**src/rtl/useq_pkg.sv**
```systemverilog
package useq_pkg;

  localparam int UC_BITS = 1024;
  localparam int DT_BITS = 256;

  typedef enum logic [1:0] {
    SEQ_NEXT  = 2'b00,
    SEQ_DISP  = 2'b01,
    SEQ_ZERO  = 2'b10,
    SEQ_CDISP = 2'b11
  } seq_e;

  // control points of the default program (12 points)
  localparam logic [11:0] CP_RT    = 12'h001;
  localparam logic [11:0] CP_RD    = 12'h002;
  localparam logic [11:0] CP_MEM   = 12'h004;
  localparam logic [11:0] CP_IRLD  = 12'h008;
  localparam logic [11:0] CP_PCINC = 12'h010;
  localparam logic [11:0] CP_IMM   = 12'h020;
  localparam logic [11:0] CP_SEXT  = 12'h040;
  localparam logic [11:0] CP_SUB   = 12'h080;
  localparam logic [11:0] CP_OR    = 12'h100;
  localparam logic [11:0] CP_MRD   = 12'h200;
  localparam logic [11:0] CP_MWR   = 12'h400;
  localparam logic [11:0] CP_BR    = 12'h800;

  function automatic logic [15:0] pack_word(bit vert, seq_e s, logic [11:0] cp);
    logic [1:0] code;
    if (!vert) return {2'b00, cp, s};
    code = cp[2] ? 2'b11 : (cp[1] ? 2'b10 : (cp[0] ? 2'b01 : 2'b00));
    return {3'b000, cp[11:3], code, s};
  endfunction

  // default microprogram for 32 words, 12 control points
  function automatic logic [UC_BITS-1:0] default_ucode(bit vert);
    logic [UC_BITS-1:0] img;
    logic [15:0]        prog [13];
    int                 ww;
    ww       = vert ? 13 : 14;
    img      = '0;
    prog[0]  = pack_word(vert, SEQ_NEXT, CP_IRLD | CP_PCINC);
    prog[1]  = pack_word(vert, SEQ_DISP, 12'h000);
    prog[2]  = pack_word(vert, SEQ_NEXT, 12'h000);
    prog[3]  = pack_word(vert, SEQ_ZERO, CP_RD);
    prog[4]  = pack_word(vert, SEQ_NEXT, CP_IMM | CP_OR);
    prog[5]  = pack_word(vert, SEQ_ZERO, CP_RT);
    prog[6]  = pack_word(vert, SEQ_NEXT, CP_IMM | CP_SEXT);
    prog[7]  = pack_word(vert, SEQ_NEXT, CP_IMM | CP_SEXT | CP_MRD);
    prog[8]  = pack_word(vert, SEQ_ZERO, CP_MEM);
    prog[9]  = pack_word(vert, SEQ_NEXT, CP_IMM | CP_SEXT);
    prog[10] = pack_word(vert, SEQ_ZERO, CP_IMM | CP_SEXT | CP_MWR);
    prog[11] = pack_word(vert, SEQ_NEXT, CP_SUB);
    prog[12] = pack_word(vert, SEQ_ZERO, CP_BR);
    for (int i = 0; i < 13; i++) begin
      for (int b = 0; b < ww; b++) begin
        img[i*ww + b] = prog[i][b];
      end
    end
    return img;
  endfunction

  // default dispatch table: {opcode[5:0], target[4:0]} per entry
  function automatic logic [DT_BITS-1:0] default_disp();
    logic [DT_BITS-1:0] img;
    img          = '0;
    img[0  +: 11] = {6'd0,  5'd2};
    img[11 +: 11] = {6'd1,  5'd4};
    img[22 +: 11] = {6'd2,  5'd6};
    img[33 +: 11] = {6'd3,  5'd9};
    img[44 +: 11] = {6'd4,  5'd11};
    img[55 +: 11] = {6'd63, 5'd0};
    return img;
  endfunction

endpackage

```
**src/rtl/useq_store.sv**
```systemverilog
module useq_store import useq_pkg::*; #(
  parameter int UA_W   = 5,
  parameter int WORD_W = 14,
  parameter logic [UC_BITS-1:0] UCODE = '0
) (
  input  logic [UA_W-1:0]   upc,
  output seq_e              seq_sel,
  output logic [WORD_W-3:0] field
);
  localparam int UDEPTH = 1 << UA_W;

  logic [WORD_W-1:0] rom [UDEPTH];
  logic [WORD_W-1:0] word;

  for (genvar i = 0; i < UDEPTH; i++) begin : g_word
    assign rom[i] = UCODE[i*WORD_W +: WORD_W];
  end

  assign word    = rom[upc];
  assign seq_sel = seq_e'(word[1:0]);
  assign field   = word[WORD_W-1:2];
endmodule

```
**src/rtl/useq_dispatch.sv**
```systemverilog
module useq_dispatch import useq_pkg::*; #(
  parameter int OP_W   = 6,
  parameter int UA_W   = 5,
  parameter int N_DISP = 6,
  parameter logic [DT_BITS-1:0] DTABLE = '0
) (
  input  logic [OP_W-1:0] opcode,
  output logic [UA_W-1:0] tgt,
  output logic            hit
);
  localparam int ENT_W = OP_W + UA_W;

  logic [OP_W-1:0] ent_op [N_DISP];
  logic [UA_W-1:0] ent_tg [N_DISP];
  logic [N_DISP-1:0] match;

  for (genvar i = 0; i < N_DISP; i++) begin : g_ent
    assign ent_op[i] = DTABLE[i*ENT_W + UA_W +: OP_W];
    assign ent_tg[i] = DTABLE[i*ENT_W +: UA_W];
    assign match[i]  = (opcode == ent_op[i]);
  end

  // scan from the top so the lowest matching index is left standing
  always_comb begin
    tgt = '0;
    hit = 1'b0;
    for (int i = N_DISP - 1; i >= 0; i--) begin
      if (match[i]) begin
        tgt = ent_tg[i];
        hit = 1'b1;
      end
    end
  end
endmodule

```
**src/rtl/useq_next.sv**
```systemverilog
module useq_next import useq_pkg::*; #(
  parameter int UA_W = 5
) (
  input  logic            clk,
  input  logic            rst,
  input  seq_e            seq_sel,
  input  logic            cond,
  input  logic [UA_W-1:0] disp_tgt,
  output logic [UA_W-1:0] upc
);
  logic [UA_W-1:0] nxt;

  always_comb begin
    unique case (seq_sel)
      SEQ_NEXT:  nxt = upc + 1'b1;
      SEQ_DISP:  nxt = disp_tgt;
      SEQ_ZERO:  nxt = '0;
      SEQ_CDISP: nxt = cond ? disp_tgt : upc + 1'b1;
      default:   nxt = '0;
    endcase
  end

  always_ff @(posedge clk) begin
    if (rst) upc <= '0;
    else     upc <= nxt;
  end
endmodule

```
**src/rtl/useq_expand.sv**
```systemverilog
module useq_expand #(
  parameter int CTRL_W   = 12,
  parameter bit VERTICAL = 1'b0,
  parameter int FIELD_W  = 12
) (
  input  logic [FIELD_W-1:0] field,
  output logic [CTRL_W-1:0]  ctrl_pts
);
  if (VERTICAL) begin : g_vert
    logic [2:0] dst;
    always_comb begin
      unique case (field[1:0])
        2'b01:   dst = 3'b001;
        2'b10:   dst = 3'b010;
        2'b11:   dst = 3'b100;
        default: dst = 3'b000;
      endcase
    end
    assign ctrl_pts = {field[FIELD_W-1:2], dst};
  end else begin : g_horiz
    assign ctrl_pts = field;
  end
endmodule

```
**src/rtl/useq_ctrl.sv**
```systemverilog
module useq_ctrl import useq_pkg::*; #(
  parameter int UA_W     = 5,
  parameter int OP_W     = 6,
  parameter int CTRL_W   = 12,
  parameter int N_DISP   = 6,
  parameter bit VERTICAL = 1'b0,
  parameter logic [UC_BITS-1:0] UCODE  = default_ucode(VERTICAL),
  parameter logic [DT_BITS-1:0] DTABLE = default_disp()
) (
  input  logic              clk,
  input  logic              rst,
  input  logic [OP_W-1:0]   opcode,
  input  logic              cond,
  output logic [CTRL_W-1:0] ctrl_pts,
  output logic [UA_W-1:0]   upc
);
  localparam int WORD_W  = VERTICAL ? CTRL_W + 1 : CTRL_W + 2;
  localparam int FIELD_W = WORD_W - 2;

  seq_e               seq_sel;
  logic [FIELD_W-1:0] field;
  logic [UA_W-1:0]    disp_tgt;
  logic               disp_hit;

  useq_store #(.UA_W(UA_W), .WORD_W(WORD_W), .UCODE(UCODE)) u_store (
    .upc(upc), .seq_sel(seq_sel), .field(field)
  );

  useq_dispatch #(.OP_W(OP_W), .UA_W(UA_W), .N_DISP(N_DISP), .DTABLE(DTABLE)) u_disp (
    .opcode(opcode), .tgt(disp_tgt), .hit(disp_hit)
  );

  useq_next #(.UA_W(UA_W)) u_next (
    .clk(clk), .rst(rst), .seq_sel(seq_sel), .cond(cond),
    .disp_tgt(disp_tgt), .upc(upc)
  );

  useq_expand #(.CTRL_W(CTRL_W), .VERTICAL(VERTICAL), .FIELD_W(FIELD_W)) u_exp (
    .field(field), .ctrl_pts(ctrl_pts)
  );
endmodule

```
**config.mk**
```make
export PLATFORM = sky130hd
export DESIGN_NAME = useq_ctrl
export DESIGN_NICKNAME = d
export VERILOG_FILES = /design/src/rtl/useq_pkg.sv /design/src/rtl/useq_store.sv /design/src/rtl/useq_dispatch.sv /design/src/rtl/useq_next.sv /design/src/rtl/useq_expand.sv /design/src/rtl/useq_ctrl.sv
export SDC_FILE = /design/constraint.sdc
export NUM_CORES = 1
export LEC_CHECK = 0
export BUFFER_PORTS_ARGS = -buffer_cell sky130_fd_sc_hd__buf_2
export CAP_MARGIN = 20
export CORE_AREA = 4 4 41 43
export DETAILED_ROUTE_END_ITERATION = 16
export DIE_AREA = 0 0 45 47
export PLACE_DENSITY = 0.71
export SLEW_MARGIN = 5
export SYNTH_ARGS = -nofsm -noshare
export SYNTH_HDL_FRONTEND = slang
export SYNTH_SLANG_ARGS = --single-unit
```
**constraint.sdc**
```tcl
create_clock -name clk -period 3.17 [get_ports clk]
set_input_delay 0.4755 -clock clk [delete_from_list [all_inputs] [get_ports clk]]
set_output_delay 0.4755 -clock clk [all_outputs]
set_load 0.03 [all_outputs]
```
=== Word level (Yosys, flattened, before mapping) ===
Memories as Yosys holds them, arrays and structs flattened.
Cells that the tools add are included.

* Register bits: 5
* Bits in latches: 0
* RAM bits: 0
* Bits in read-only memories: 448
* Bits of input ports: 9
* Logic and storage cells: 23
* Memories kept: 1

{| class="wikitable"
|+ Memory list
! name !! depth !! width !! read ports !! clocked after Yosys merged registers in !! write ports !! line !! source
|-
| (no name shown) || 32 || 14 || 1 || 0 || 0 || useq_store.sv:19 || <nowiki>assign word = rom[upc];</nowiki>
|}

* Add/sub/neg operators: 1
* Multipliers: 0
* Divide/modulo/power cells: 0
* Order comparisons: 1
* Equal/unequal tests: 7
* Shift operators: 0
* Multiplexer cells: 9
* Bitwise gates (word level): 1
* Reductions and logical operators: 2

{| class="wikitable"
|+ Operators with widths
! operator !! count
|-
| 14-bit 2-to-1 mux || 2
|-
| 4-bit 2-to-1 mux || 5
|-
| 5-bit case mux with 4 select lines || 1
|-
| 6-bit by 2-bit == test with 1-bit output (second input constant) || 2
|-
| 6-bit by 1-bit == test with 1-bit output (second input constant) || 1
|-
| 6-bit by 3-bit == test with 1-bit output (second input constant) || 1
|-
| 6-bit >= comparator (second input constant) || 1
|-
| 6-bit zero test || 1
|-
| 5-bit NOT with 6-bit output || 1
|-
| 5-bit by 1-bit adder with 5-bit output (second input constant) || 1
|-
| 5-bit 2-to-1 mux || 1
|-
| 2-bit == test (second input constant) || 2
|-
| 2-bit by 1-bit == test with 1-bit output (second input constant) || 1
|-
| 2-bit zero test || 1
|}

=== Longest topological paths before layout ===
* Depth after elaboration: 8
* Mapped depth: 6

=== Hierarchy ===
A second synthesis with hierarchy kept.

* Cell total of the unflattened synthesis: 96
* Area total of the unflattened synthesis: 775.7 sq um

{| class="wikitable"
|+ Modules (own cells, without submodules)
! module !! instances !! cells each !! area an instance (sq um) !! seq. area each (sq um)
|-
| useq_next || 1 || 37 || 324.1 || 100.1
|-
| useq_store || 1 || 33 || 251.5 || 0.0
|-
| useq_dispatch || 1 || 14 || 110.1 || 0.0
|-
| useq_expand || 1 || 12 || 90.1 || 0.0
|}

=== Worst setup path after synthesis ===
Ideal clock, no wire load.

* Kind: reg2out
* Start point: reg u_next.upc[0]
* End point: out ctrl_pts[4]
* Arrival: 1.820 ns
* Required time: 2.694 ns
* Slack: 0.875 ns
* Cell stages (with the launch flop): 6
* Cells stage by stage: dfxtp_1 -> inv_1 -> ha_1 -> nand2_1 -> nor3_1 -> buf_4

* Word-level cells in the longest chain between the ends: 4

{| class="wikitable"
|+ Ends and longest elaborated chain
! what !! line !! source
|-
| start, declared || useq_next.sv:9 || <nowiki>output logic [UA_W-1:0] upc</nowiki>
|-
| start signal, assigned || useq_next.sv:25 || <nowiki>else upc <= nxt;</nowiki>
|-
| 5-bit NOT with 6-bit output (implied by the code) || useq_store.sv:19 ||
|-
| memory 32 x 14 bit || n/a ||
|-
| 14-bit 2-to-1 mux (implied by the code) (2 in series) || useq_store.sv:19 ||
|-
| end, declared || useq_ctrl.sv:14 || <nowiki>output logic [CTRL_W-1:0] ctrl_pts,</nowiki>
|}

Every way passes these cells. The select of a mux whose other input is x is not followed.

=== Worst setup path after layout ===
* Start point: reg u_next.upc[2]
* End point: out ctrl_pts[6]

The elaborated chain is that of the path after synthesis.

==> summary.txt <==
Yosys
  – Count of unique library cells instantiated by Yosys: 28
  – Syn avg cell area: 8.10 um2
  – Cells after Synth: 65
  – Post-synthesis adder-cell area fraction: between 10% and 20%
  – Yosys Warn Count: 0
  – Primary FF master, synth: dfxtp_1
  – Simple-gate portion of the synthesized area: 30.9%
  – Post-synthesis mux area share: under 10%
  – Compound-Gate Fraction of Synth Area: between 10% and 20%
  – Netlist Area Pre-Place: 527 um2
  – Post-synth EDFFs: 0
  – Xor/xnor share of the synthesized area: ~5.0%
  – Seq/Total Area, Yosys: 19.0%
  – Main combinational cell family by area after synthesis: simple AND/OR/NAND/NOR gates
  – Flops & latches, synth: 5
  – FFs w/ async S/R, synth: 0%
  – Post-Syn Nets: approximately 80

Timing
  – Fin crit share: 67.3%
  – Max transition margin: 72.6%
  – Final Hold Viols: 0
  – Slew Limit Fails: 0
  – Slew @ Worst Pin: between 0.3 and 0.4 ns
  – Sum Neg Setup Slack: 0 ns
  – Hold WS: 0.503 ns
  – Unrepaired setup endpoints after global routing: false
  – Max Clock Skew: 0.00421 ns
  – Final setup violation count: 0
  – Post-route minimum period: 2.13 ns
  – Fmax: 469 MHz

Global routing
  – Initial antenna violation count: 0
  – Largest net degree at the start of global routing: 13
  – Global route overflow: 0
  – Global-route wire length before repair: 1930 um
  – All-layer global routing usage: 12.6%
  – Vias in the first global route: 465

Worst setup path
  – Setup CP Type: reg -> out
  – R2R depth: 6
  – Reg2Reg Setup Slack: 1.25 ns
  – Crit path cell chain: inv_1 -> or3_1 -> a21oi_1 -> buf_2
  – Stages on worst setup path: 4
  – Buf+Inv Stages, Crit Path: 2
  – Critical path arrival: 1.66 ns
  – Worst EP required: 2.69 ns
  – Worst Setup Start Kind: flip-flop
  – Crit Reg-Reg Startpoint: u_next.upc[0]
  – Slowest stage delay, CP: 0.51 ns
  – CP top delay family: flip-flops
  – Setup crit end: ctrl_pts[6]
  – CP max FO: 11
  – Worst Setup SP: u_next.upc[2]
  – Slowest CP cell: dfxtp_1
  – Worst R2R End: u_next.upc[2]
  – CP endpoint kind: output pin

Finish
  – ANT cells: 0
  – Largest regs: u_next.upc (5)
  – Util after Layout: 51.3%
  – Share of layout cells above drive strength 1: 34.4%
  – Max reg flops: 5
  – Commonest non-fill, non-tap cell in the layout: buf_2
  – Most frequent cells in the layout: buf_2 (25), ha_1 (7), nor2_1 (5), nand2b_1 (5), dfxtp_1 (5)
  – Post-route insts no fill: 105
  – Finished Cell Area: 668 um2
  – Nets: 107
  – Layout area overhead: 26.8%
  – Biggest register: u_next.upc
  – Fillers: 137

Placement
  – Hpwl dp: around 970 um
  – I/O Buffers: 25
  – GP Congestion: 0.806
  – Inst Count DP: 101
  – Dpl cell area: 642 um2

Hold path
  – Hold Crit Depth: 2
  – HP Class: in -> reg

Die
  – Row count: 13
  – Core area: about 1300 um2
  – Die Height: 47 um
  – Die area: 2120 um2
  – IO Count: 26
  – Starting Density: 40.5%
  – Die width: roughly 45 um

Clocking
  – Post-CTS Setup Inserts: 0
  – Root buffer cell: clkbuf_4
  – CTS H-tree depth: 1
  – Hold_buf cts: 0
  – CTS sink cnt: 5
  – Num CTS Buffers: 3
  – Clock Latency Late Sink: 0.25 ns
  – Post_cts resized: 0
  – Clk buf depth: 2
  – CTS tree: yes
  – Clk pin slew, worst setup/hold paths: 0.05 ns

Route
  – Starting DRT DRC Count: 7
  – Via/cell ratio: 5.20
  – DRT antenna net count: 0
  – DRT Pass-1 Iters: 4
  – Final WL: roughly 1200 um
  – DR DRC count: 0
  – Routed len/inst: 11.3 um
  – Vias: between 500 and 600

Status
  – Outcome: complete, no violations

Pwr
  – PD cells: 710 nW/um2
  – Worst vdd ir: roughly 0.31 mV
  – Pleak: 0.349 nW

Flow run
  – Max_cap viols: 0
## cell families after synthesis
logic type      Yosys count
fa+ha+maj                 7
compound gates           11
mux                       2
xor+xnor                  3
buf+inv                   8
flops                     5
simple gates             29
## routing by layer
metal | share of wire, % | wire, um | up-vias | GRT usage [%]
met4 | 4.4 | 52 | 0 | 10.5
met5 | 0 | 0 | - | 0
met3 | 9.9 | 118 | 7 | 2.30
met1 | 43 | 510 | 229 | 14.3
met2 | 43 | 509 | 30 | 20.6
li1 | - | - | 280 | -
## synth_stat cells, drive strengths merged (2+ instances only)
library cell | instances | area [um2]
xor2 | 3 | 26.3
nand2b | 5 | 31.3
buf | 4 | 28.8
nor3 | 3 | 15.0
o31ai | 2 | 15.0
ha | 7 | 87.6
and3 | 2 | 12.5
nor2 | 5 | 18.8
a21oi | 2 | 10.0
nand2 | 3 | 11.3
o32ai | 2 | 17.5
or3 | 2 | 12.5
dfxtp | 5 | 100
nand3 | 3 | 15.0
and2 | 3 | 18.8
inv | 4 | 15.0
## worst register-to-register path, cell delays in order (launching register included)
cell	delay (ns)
dfxtp_1	0.46
inv_1	0.11
ha_1	0.24
nand2b_1	0.16
a32oi_2	0.27
mux2i_1	0.42
o32ai_1	0.13
## through the flow
step           total power [W]  setup WS, ns
6_report              0.000475          1.04
5_1_grt               0.000511         0.891
4_1_cts               0.000480          1.01
3_5_place_dp          0.000402          1.28
3_3_place_gp          0.000399          1.30
2_1_floorplan         0.000340         0.875
## area by class of cell
cell class | count | area (um2) | share of cell area, %
sequential | 5 | 100 | 15.0
multi-input combinational | 52 | 383 | 57.3
timing repair buffer | 25 | 125 | 18.7
inverter | 4 | 15.0 | 2.25
clock buffer | 4 | 26.3 | 3.93
tap | 15 | 18.8 | 2.81
## power by group
part | internal (W) | leakage, nW | switching [W]
Clock | 0.0000477 | 0.0150 | 0.0000276
Sequential | 0.0000783 | 0.0408 | 0.0000276
Combinational | 0.000100 | 0.294 | 0.000193
## worst min-delay path by stage
stage                  startpoint       endpoint  slack (ns)
CTS                           rst  u_next.upc[4]        0.50
detailed placement  u_next.upc[0]  u_next.upc[0]        0.63
global route                  rst  u_next.upc[0]        0.52
finish                        rst  u_next.upc[4]        0.50
floorplan                     rst  u_next.upc[4]        0.55
global placement    u_next.upc[0]  u_next.upc[0]        0.59
(Power assumes the default switching activity.)
